<file path="config.mk">
export PLATFORM = sky130hd
export DESIGN_NAME = tx_char_sel
export DESIGN_NICKNAME = d
export VERILOG_FILES = /design/src/rtl/txcs_pkg.sv /design/src/rtl/txcs_enc.sv /design/src/rtl/txcs_lfsr.sv /design/src/rtl/txcs_wsync.sv /design/src/rtl/tx_char_sel.sv
export SDC_FILE = /design/constraint.sdc
export NUM_CORES = 1
export LEC_CHECK = 0
export ABC_AREA = 1
export BUFFER_PORTS_ARGS = -buffer_cell sky130_fd_sc_hd__buf_2
export CAP_MARGIN = 10
export CORE_ASPECT_RATIO = 0.9
export CORE_MARGIN = 2
export CORE_UTILIZATION = 39
export DETAILED_ROUTE_END_ITERATION = 10
export PLACE_DENSITY = 0.7
export SKIP_LAST_GASP = 1
export SYNTH_ARGS = -nofsm -noshare
export SYNTH_HDL_FRONTEND = slang
export SYNTH_SLANG_ARGS = --single-unit
</file>
<file path="constraint.sdc">
create_clock -name clk_i -period 4.6 [get_ports clk_i]
set_input_delay 0.92 -clock clk_i [delete_from_list [all_inputs] [get_ports clk_i]]
set_output_delay 0.92 -clock clk_i [all_outputs]
set_load 0.05 [all_outputs]
</file>
<file path="src/rtl/txcs_pkg.sv">
`timescale 1ns/1ps
package txcs_pkg;
  localparam int BYTE_W = 8;
  localparam int CHAR_W = 10;

  typedef enum logic [2:0] {SRC_VIOL, SRC_WSYNC, SRC_BIST, SRC_DATA, SRC_BYP} src_e;

  localparam logic [BYTE_W-1:0] K28_5_BYTE = 8'hBC;
  localparam logic [CHAR_W-1:0] VIOL_CHAR  = 10'b0000111111;
  localparam logic [CHAR_W-1:0] K285_NEG   = 10'h17C;
  localparam logic [CHAR_W-1:0] K285_POS   = 10'h283;

  function automatic logic [5:0] rev6(input logic [5:0] v);
    logic [5:0] r;
    for (int i = 0; i < 6; i++) r[i] = v[5-i];
    return r;
  endfunction

  function automatic logic [3:0] rev4(input logic [3:0] v);
    logic [3:0] r;
    for (int i = 0; i < 4; i++) r[i] = v[3-i];
    return r;
  endfunction

  // 5b/6b, written abcdei, negative-disparity form
  function automatic logic [5:0] sb6_neg(input logic [4:0] x);
    case (x)
      5'd0:  return 6'b100111;
      5'd1:  return 6'b011101;
      5'd2:  return 6'b101101;
      5'd3:  return 6'b110001;
      5'd4:  return 6'b110101;
      5'd5:  return 6'b101001;
      5'd6:  return 6'b011001;
      5'd7:  return 6'b111000;
      5'd8:  return 6'b111001;
      5'd9:  return 6'b100101;
      5'd10: return 6'b010101;
      5'd11: return 6'b110100;
      5'd12: return 6'b001101;
      5'd13: return 6'b101100;
      5'd14: return 6'b011100;
      5'd15: return 6'b010111;
      5'd16: return 6'b011011;
      5'd17: return 6'b100011;
      5'd18: return 6'b010011;
      5'd19: return 6'b110010;
      5'd20: return 6'b001011;
      5'd21: return 6'b101010;
      5'd22: return 6'b011010;
      5'd23: return 6'b111010;
      5'd24: return 6'b110011;
      5'd25: return 6'b100110;
      5'd26: return 6'b010110;
      5'd27: return 6'b110110;
      5'd28: return 6'b001110;
      5'd29: return 6'b101110;
      5'd30: return 6'b011110;
      default: return 6'b101011;
    endcase
  endfunction

  // 3b/4b data, written fghj, form used when disparity after 6b is negative
  function automatic logic [3:0] sb4_neg_d(input logic [2:0] y);
    case (y)
      3'd0: return 4'b1011;
      3'd1: return 4'b1001;
      3'd2: return 4'b0101;
      3'd3: return 4'b1100;
      3'd4: return 4'b1101;
      3'd5: return 4'b1010;
      3'd6: return 4'b0110;
      default: return 4'b1110;
    endcase
  endfunction

  // 3b/4b for K28.y
  function automatic logic [3:0] sb4_neg_k(input logic [2:0] y);
    case (y)
      3'd0: return 4'b1011;
      3'd1: return 4'b0110;
      3'd2: return 4'b1010;
      3'd3: return 4'b1100;
      3'd4: return 4'b1101;
      3'd5: return 4'b0101;
      3'd6: return 4'b1001;
      default: return 4'b0111;
    endcase
  endfunction
endpackage

</file>
<file path="src/rtl/txcs_enc.sv">
`timescale 1ns/1ps
module txcs_enc
  import txcs_pkg::*;
(
  input  logic [BYTE_W-1:0] byte_i,
  input  logic              k_i,
  input  logic              rd_i,
  output logic [CHAR_W-1:0] code_o,
  output logic              rd_o,
  output logic              legal_o
);
  logic [4:0] x;
  logic [2:0] y;
  logic       k28, alt7, rd6, flip6, flip4;
  logic [5:0] six, six_o;
  logic [3:0] four, four_o;

  always_comb begin
    x       = byte_i[4:0];
    y       = byte_i[7:5];
    k28     = k_i && (x == 5'd28);
    legal_o = !k_i || k28 ||
              ((y == 3'd7) && (x == 5'd23 || x == 5'd27 || x == 5'd29 || x == 5'd30));

    six   = k28 ? 6'b001111 : sb6_neg(x);
    // balanced codes keep their form except D7, which has two balanced forms
    flip6 = rd_i && (($countones(six) != 3) || (!k28 && x == 5'd7));
    six_o = flip6 ? ~six : six;
    rd6   = rd_i ^ ($countones(six) != 3);

    alt7 = (y == 3'd7) && (k_i ||
           (!rd_i && (x == 5'd17 || x == 5'd18 || x == 5'd20)) ||
           ( rd_i && (x == 5'd11 || x == 5'd13 || x == 5'd14)));
    if (k28)       four = sb4_neg_k(y);
    else if (alt7) four = 4'b0111;
    else           four = sb4_neg_d(y);
    flip4  = rd6 && (k28 || ($countones(four) != 2) || (y == 3'd3));
    four_o = flip4 ? ~four : four;

    rd_o   = rd6 ^ ($countones(four) != 2);
    code_o = {rev4(four_o), rev6(six_o)};
  end
endmodule

</file>
<file path="src/rtl/txcs_lfsr.sv">
`timescale 1ns/1ps
module txcs_lfsr #(
  parameter int             W     = 9,
  parameter int             TAP   = 5,
  parameter int             OUT_W = 8,
  parameter logic [W-1:0]   SEED  = '1
) (
  input  logic             clk_i,
  input  logic             rst_ni,
  input  logic             en_i,
  input  logic             adv_i,
  output logic [OUT_W-1:0] byte_o
);
  logic [W-1:0] st_q;

  always_ff @(posedge clk_i or negedge rst_ni) begin
    if (!rst_ni)     st_q <= SEED;
    else if (!en_i)  st_q <= SEED;
    else if (adv_i)  st_q <= {st_q[W-2:0], st_q[W-1] ^ st_q[TAP-1]};
  end

  assign byte_o = st_q[OUT_W-1:0];


  lfsr_nonzero_chk: assert property (@(posedge clk_i) disable iff (!rst_ni)
    st_q != '0);


  lfsr_reseed_chk: assert property (@(posedge clk_i) disable iff (!rst_ni)
    !en_i |=> st_q == SEED);


  lfsr_hold_chk: assert property (@(posedge clk_i) disable iff (!rst_ni)
    (en_i && !adv_i) |=> $stable(st_q));
endmodule

</file>
<file path="src/rtl/txcs_wsync.sv">
`timescale 1ns/1ps
module txcs_wsync #(
  parameter int LEN = 16
) (
  input  logic clk_i,
  input  logic rst_ni,
  input  logic start_i,
  output logic active_o
);
  localparam int CW = $clog2(LEN);
  localparam logic [CW-1:0] LAST = CW'(LEN - 1);

  logic [CW-1:0] cnt_q;

  always_ff @(posedge clk_i or negedge rst_ni) begin
    if (!rst_ni)              cnt_q <= '0;
    else if (start_i)         cnt_q <= LAST;
    else if (cnt_q != '0)     cnt_q <= cnt_q - 1'b1;
  end

  assign active_o = (cnt_q != '0);


  ws_start_idle_chk: assert property (@(posedge clk_i) disable iff (!rst_ni)
    start_i |-> cnt_q == '0);


  ws_load_chk: assert property (@(posedge clk_i) disable iff (!rst_ni)
    start_i |=> cnt_q == LAST);
endmodule

</file>
<file path="src/rtl/tx_char_sel.sv">
`timescale 1ns/1ps
module tx_char_sel
  import txcs_pkg::*;
#(
  parameter int             WS_LEN    = 16,
  parameter int             LFSR_W    = 9,
  parameter int             LFSR_TAP  = 5,
  parameter logic [LFSR_W-1:0] LFSR_SEED = '1
) (
  input  logic              clk_i,
  input  logic              rst_ni,
  input  logic [BYTE_W-1:0] data_i,
  input  logic [1:0]        ctrl_i,
  input  logic              enc_en_i,
  input  logic              bist_en_i,
  input  logic              buf_err_i,
  input  logic              wsync_req_i,
  output logic [CHAR_W-1:0] char_o
);
  src_e              src;
  logic              ws_active, ws_start, ctrl_ws;
  logic [BYTE_W-1:0] bist_byte, enc_byte;
  logic              enc_k, enc_rd, enc_legal;
  logic [CHAR_W-1:0] enc_code, char_d, char_q;
  logic              rd_d, rd_q, upd_d, upd_q;

  txcs_wsync #(.LEN(WS_LEN)) u_wsync (
    .clk_i    (clk_i),
    .rst_ni   (rst_ni),
    .start_i  (ws_start),
    .active_o (ws_active)
  );

  txcs_lfsr #(.W(LFSR_W), .TAP(LFSR_TAP), .OUT_W(BYTE_W), .SEED(LFSR_SEED)) u_lfsr (
    .clk_i  (clk_i),
    .rst_ni (rst_ni),
    .en_i   (bist_en_i),
    .adv_i  (src == SRC_BIST),
    .byte_o (bist_byte)
  );

  txcs_enc u_enc (
    .byte_i  (enc_byte),
    .k_i     (enc_k),
    .rd_i    (rd_q),
    .code_o  (enc_code),
    .rd_o    (enc_rd),
    .legal_o (enc_legal)
  );

  always_comb begin
    ctrl_ws  = enc_en_i && !bist_en_i && (ctrl_i == 2'b11);
    ws_start = !buf_err_i && !ws_active && (wsync_req_i || ctrl_ws);

    if (buf_err_i)                  src = SRC_VIOL;
    else if (ws_active || ws_start) src = SRC_WSYNC;
    else if (bist_en_i)             src = SRC_BIST;
    else if (enc_en_i)              src = SRC_DATA;
    else                            src = SRC_BYP;

    enc_byte = K28_5_BYTE;
    enc_k    = 1'b1;
    if (src == SRC_BIST) begin
      enc_byte = bist_byte;
      enc_k    = 1'b0;
    end else if (src == SRC_DATA && !ctrl_i[1]) begin
      enc_byte = data_i;
      enc_k    = ctrl_i[0];
    end

    case (src)
      SRC_VIOL: begin char_d = VIOL_CHAR;         rd_d = rd_q; upd_d = 1'b0; end
      SRC_BYP:  begin char_d = {ctrl_i, data_i};  rd_d = rd_q; upd_d = 1'b0; end
      default: begin
        if (enc_legal) begin char_d = enc_code;  rd_d = enc_rd; upd_d = 1'b1; end
        else           begin char_d = VIOL_CHAR; rd_d = rd_q;   upd_d = 1'b0; end
      end
    endcase
  end

  always_ff @(posedge clk_i or negedge rst_ni) begin
    if (!rst_ni) begin
      char_q <= '0;
      rd_q   <= 1'b0;
      upd_q  <= 1'b0;
    end else begin
      char_q <= char_d;
      rd_q   <= rd_d;
      upd_q  <= upd_d;
    end
  end

  assign char_o = char_q;


  viol_out_chk: assert property (@(posedge clk_i) disable iff (!rst_ni)
    buf_err_i |=> char_o == VIOL_CHAR);


  viol_rd_chk: assert property (@(posedge clk_i) disable iff (!rst_ni)
    buf_err_i |=> rd_q == $past(rd_q));


  byp_out_chk: assert property (@(posedge clk_i) disable iff (!rst_ni)
    (src == SRC_BYP) |=> char_o == $past({ctrl_i, data_i}));


  rd_flip_chk: assert property (@(posedge clk_i) disable iff (!rst_ni)
    upd_q |-> (($past(rd_q) != rd_q) == ($countones(char_o) != 5)));


  rd_bound_chk: assert property (@(posedge clk_i) disable iff (!rst_ni)
    upd_q |-> ($past(rd_q) ? ($countones(char_o) >= 4 && $countones(char_o) <= 5)
                           : ($countones(char_o) >= 5 && $countones(char_o) <= 6)));


  ws_k_chk: assert property (@(posedge clk_i) disable iff (!rst_ni)
    (src == SRC_WSYNC) |=> (char_o == K285_NEG || char_o == K285_POS));


  prio_onehot_chk: assert property (@(posedge clk_i) disable iff (!rst_ni)
    (ws_active && !buf_err_i) |-> src == SRC_WSYNC);
endmodule

</file>
==> results <==
- In this run the static leakage power is about 1.6 nW.
- The global-route wire length before repair is 10,100 um.
- The clock network is responsible for between 10% and 20% of the overall power.
- When the netlist entered floorplanning its net count stood at 373.
- The power spent charging and discharging nets is 0.000559 W.
- The die is 86.0 um wide.
- The final standard cell utilization of the core is 53.7%.
- The number of violations reported at the end of detailed-routing iteration 0 is 101.
- Entering global routing, the biggest net connects 25 pins.
- The clock latency on the worst-skew pair is 0.27 ns.
- Overall power consumption after layout is estimated at 0.00123 W.
- The routability congestion estimate from global placement is 0.943.
- The routed layout has 2,327 vias.
- The ratio of cells with drive above 1 in the final layout is between 30% and 40%.
- After detailed routing, the total wire length is 5840 um.
- Power spread over the standard cell area amounts to 398 nW/um^2.
- The total clock sinks is 24.
- The leading cell type in the layout, fill and taps excluded is sky130_fd_sc_hd__nand2_1.
- In this run the critical register-to-register path is launched from u_wsync.cnt_q[1]$_DFFE_PN0P_.
- Of the total power, combinational logic draws 59.6%.
- The startpoint type of the worst setup path is an input port.
- The synthesized instance count is 337.
- The area share of and/or/nand/nor cells after synthesis is 41.3%.
- For this run, the total global-route usage over all layers was measured as between 10% and 20%.
- The data arrival time of the critical path is 4.53 ns.
- The initial antenna violation count was 0.
- The antenna violation net count after detailed routing is 0.
- The count of final setup violators is 0.
- TritonCTS built the clock tree.
- The H-tree level count is 1.
- The setup slack at placement is -0.259 ns.
- The quantity of I/O buffers inserted on ports is 25.
- The share of the clock period used by the worst path is 94.8%.
- By area, the combinational part of the netlist is dominated by simple AND/OR/NAND/NOR gates.
- The number of cell rows is 26.
- The final hold violation count is 0.
- The vias per cell is 4.94.
- The post-synthesis adder-cell area fraction is between 10% and 20%.
- The largest vdd supply drop is 0.000139 V.
- The maximum clock rate is 229 MHz.
- The run finished with clean final reports.
- The critical path start-end classification is in2reg.
- Internal power comes to 0.000673 W.
- The path class of the tightest hold or removal check is reg2reg.
- Per report_power, the sequential group accounts for 24.5% of the total.
- The startpoint of the worst hold path is u_lfsr.st_q[3]$_DFFE_PN1P_.
- The maximum number of buffers from clock root to sink is 2.
- The category of the worst setup path capture point is a flip-flop.
- The post-layout worst setup margin is 0.241 ns.
- The average routed wire per standard cell is 12.4 um.
- The length of the first detailed-routing pass in iterations is 4.
- The area share of the largest cell type after synthesis is 15.9%.
- Clock tree synthesis selected as its root buffer the cell sky130_fd_sc_hd__clkbuf_8.
- Along the worst path, the maximum fanout reaches 5.
- The end of the worst register-to-register path is rd_q$_DFFE_PN0P_.
- The count of inserted antenna diode cells is 0.
- Final hold analysis gives a worst-case slack of 0.496 ns.
- After clock tree synthesis, the clock-pin slew on the worst setup and hold paths is around 0.1 ns.
- The number of clock buffers added by TritonCTS is 3.
- The most critical setup path has its startpoint at bist_en_i.
- During synthesis, Yosys emitted a total of 0 warnings.
- Headroom to the max-slew limit came out at 42.3%.
- The initial core utilization is 41.0%.
- The largest incremental delay on the critical path is 0.46 ns.
- For the final routed database, the setup TNS stands at 0 ns.
- The floorplan die height is 77.8 um.
- The slowest stage of the critical path belongs to the cell sky130_fd_sc_hd__fa_1.
- The post-route clock skew is 0.00173 ns.
- Data on the critical path is required at its endpoint by 4.77 ns.
- The number of cells traversed by the worst register-to-register path is 26.
- The biggest area contributor in the post-synthesis netlist is sky130_fd_sc_hd__dfrtp_1.
- The average instance in the mapped netlist occupies 7.00 sq um.
- The aggregate global routing overflow is 0.
- The library cells used most frequently in the layout, excluding fill and tap cells, are sky130_fd_sc_hd__nand2_1, sky130_fd_sc_hd__inv_1, sky130_fd_sc_hd__buf_4.
- The core area is 5760 sq um.
- The area added between synthesis and finish is 31.1%.
- The tool flagged a number of max-cap violations equal to 0.
- The share of total power consumed by net switching is 45.4%.
- The die covers about 6700 sq um.
- At the end of the flow, the number of nets in the layout was 438.
- Of the total synthesized cell area, the portion taken by XOR and XNOR cells is 2.60%.
- The most critical setup path has its endpoint at rd_q$_DFFE_PN0P_.
- The area fraction in compound gates after synthesis is under 10%.
- The netlist uses 41 different library cells.
- The detailed-placement wirelength estimate is between 4000 and 5000 um.
- Multiplexer cells account for 0% of the synthesized area.
- The mapped netlist covers 2360 sq um.
- The minimum period implied by the final worst setup slack is 4.36 ns.
- In this run, synthesis produced a sequential element count of 24.
- The number of top-level design ports is 26.
- The actual slew at the worst max-slew pin is 0.859 ns.
- Sorting the synthesized cells by area gives the leading types as sky130_fd_sc_hd__dfrtp_1, sky130_fd_sc_hd__nand2_1, sky130_fd_sc_hd__dfstp_2.
- The number of DRC violations after detailed routing is 0.
- The sequential-to-total area share from yosys stat is 25.9%.
- The setup check on the worst reg-to-reg path leaves a slack of between 0.3 and 0.4 ns.
- The number of slew-limit violations in the final report is 0.
- The number of global-route vias before repair is 2,240.
-- cells in the mapped netlist, drive strengths merged --
library cell / number
ha: 17
o21a: 1
nand2: 116
nand3b: 1
xor2: 3
fa: 3
nand4: 3
xnor2: 4
o22a: 1
nor2: 29
buf: 4
dfstp: 9
a21oi: 10
a21boi: 3
a22oi: 1
o21ai: 9
inv: 52
dfrtp: 15
or2: 4
a31oi: 1
nand3: 42
clkinv: 1
o211ai: 2
nor3b: 1
nor3: 5
-- final cells by class --
type / count / area [sq um]
clock buffer: 3 / 41.3
clock inverter: 1 / 30.0
fill: 524 / 2670
inverter: 53 / 206
multi-input combinational: 256 / 1690
sequential: 24 / 612
tap: 70 / 87.6
timing repair buffer: 64 / 422
-- metal layers --
layer  vias up  track usage [%]  routed length [um]
met3         6             2.23                 211
met4         0             2.54                  57
met5         -                0                   0
li1       1196                -                   -
met1      1070             25.0                2770
met2        55             32.2                2810
-- power groups by stage --
stage	Combinational, W	Clock [W]	Sequential, W
2_1_floorplan	0.000341	0	0.000433
3_3_place_gp	0.000644	0	0.000302
3_5_place_dp	0.000663	0	0.000304
4_1_cts	0.000671	0.000199	0.000302
5_1_grt	0.000813	0.000206	0.000309
6_report	0.000734	0.000195	0.000302
-- cells by family (layout without fill, tap and decap cells) --
family                     Yosys count  after routing
buffers and inverters               57            121
and+or+nand+nor                    201            201
adders and majority gates           20             20
AOI/OAI and AO/OA                   28             28
xor gates and xnor gates             7              7
DFF                                 24             24
-- worst min path at each step --
stage | to | slack [ns] | cells after the start
after floorplan | u_wsync.cnt_q[1]$_DFFE_PN0P_ | 0.45 | 2
after global placement | u_wsync.cnt_q[1]$_DFFE_PN0P_ | 0.48 | 2
after detailed placement | u_lfsr.st_q[6]$_DFFE_PN1P_ | 0.49 | 2
after CTS | u_lfsr.st_q[6]$_DFFE_PN1P_ | 0.50 | 2
after global routing | u_lfsr.st_q[2]$_DFFE_PN1P_ | 0.53 | 2
final | u_lfsr.st_q[3]$_DFFE_PN1P_ | 0.50 | 2
-- metrics by stage --
stage	area, sq um	instances
final	3090	471
after global routing	3090	471
after CTS	2940	469
after detailed placement	2870	465
after global placement	2870	465
after floorplan	2420	337
-- timing repair --
action                                  4_1_cts  5_1_grt
hold buffers                                  0        0
pin swaps                                     1        8
setup buffers                                 0        2
endpoints found under the setup margin        3       11
cloned                                        0        0
gates resized for setup                       1       34
-- registers in the layout (all words and copies together), names as in the netlist --
name	flops
char_o	10
u_wsync.cnt_q	4
rd_q	1
u_lfsr.st_q	9
-- critical path: cells and delay by family --
family          cells  cell delay, ns
compound gates      1            0.09
xor+xnor            2            0.38
fa+ha+maj           4            1.13
buf+inv             5            0.61
simple gates       14            1.38
(Power assumes the default switching activity.)
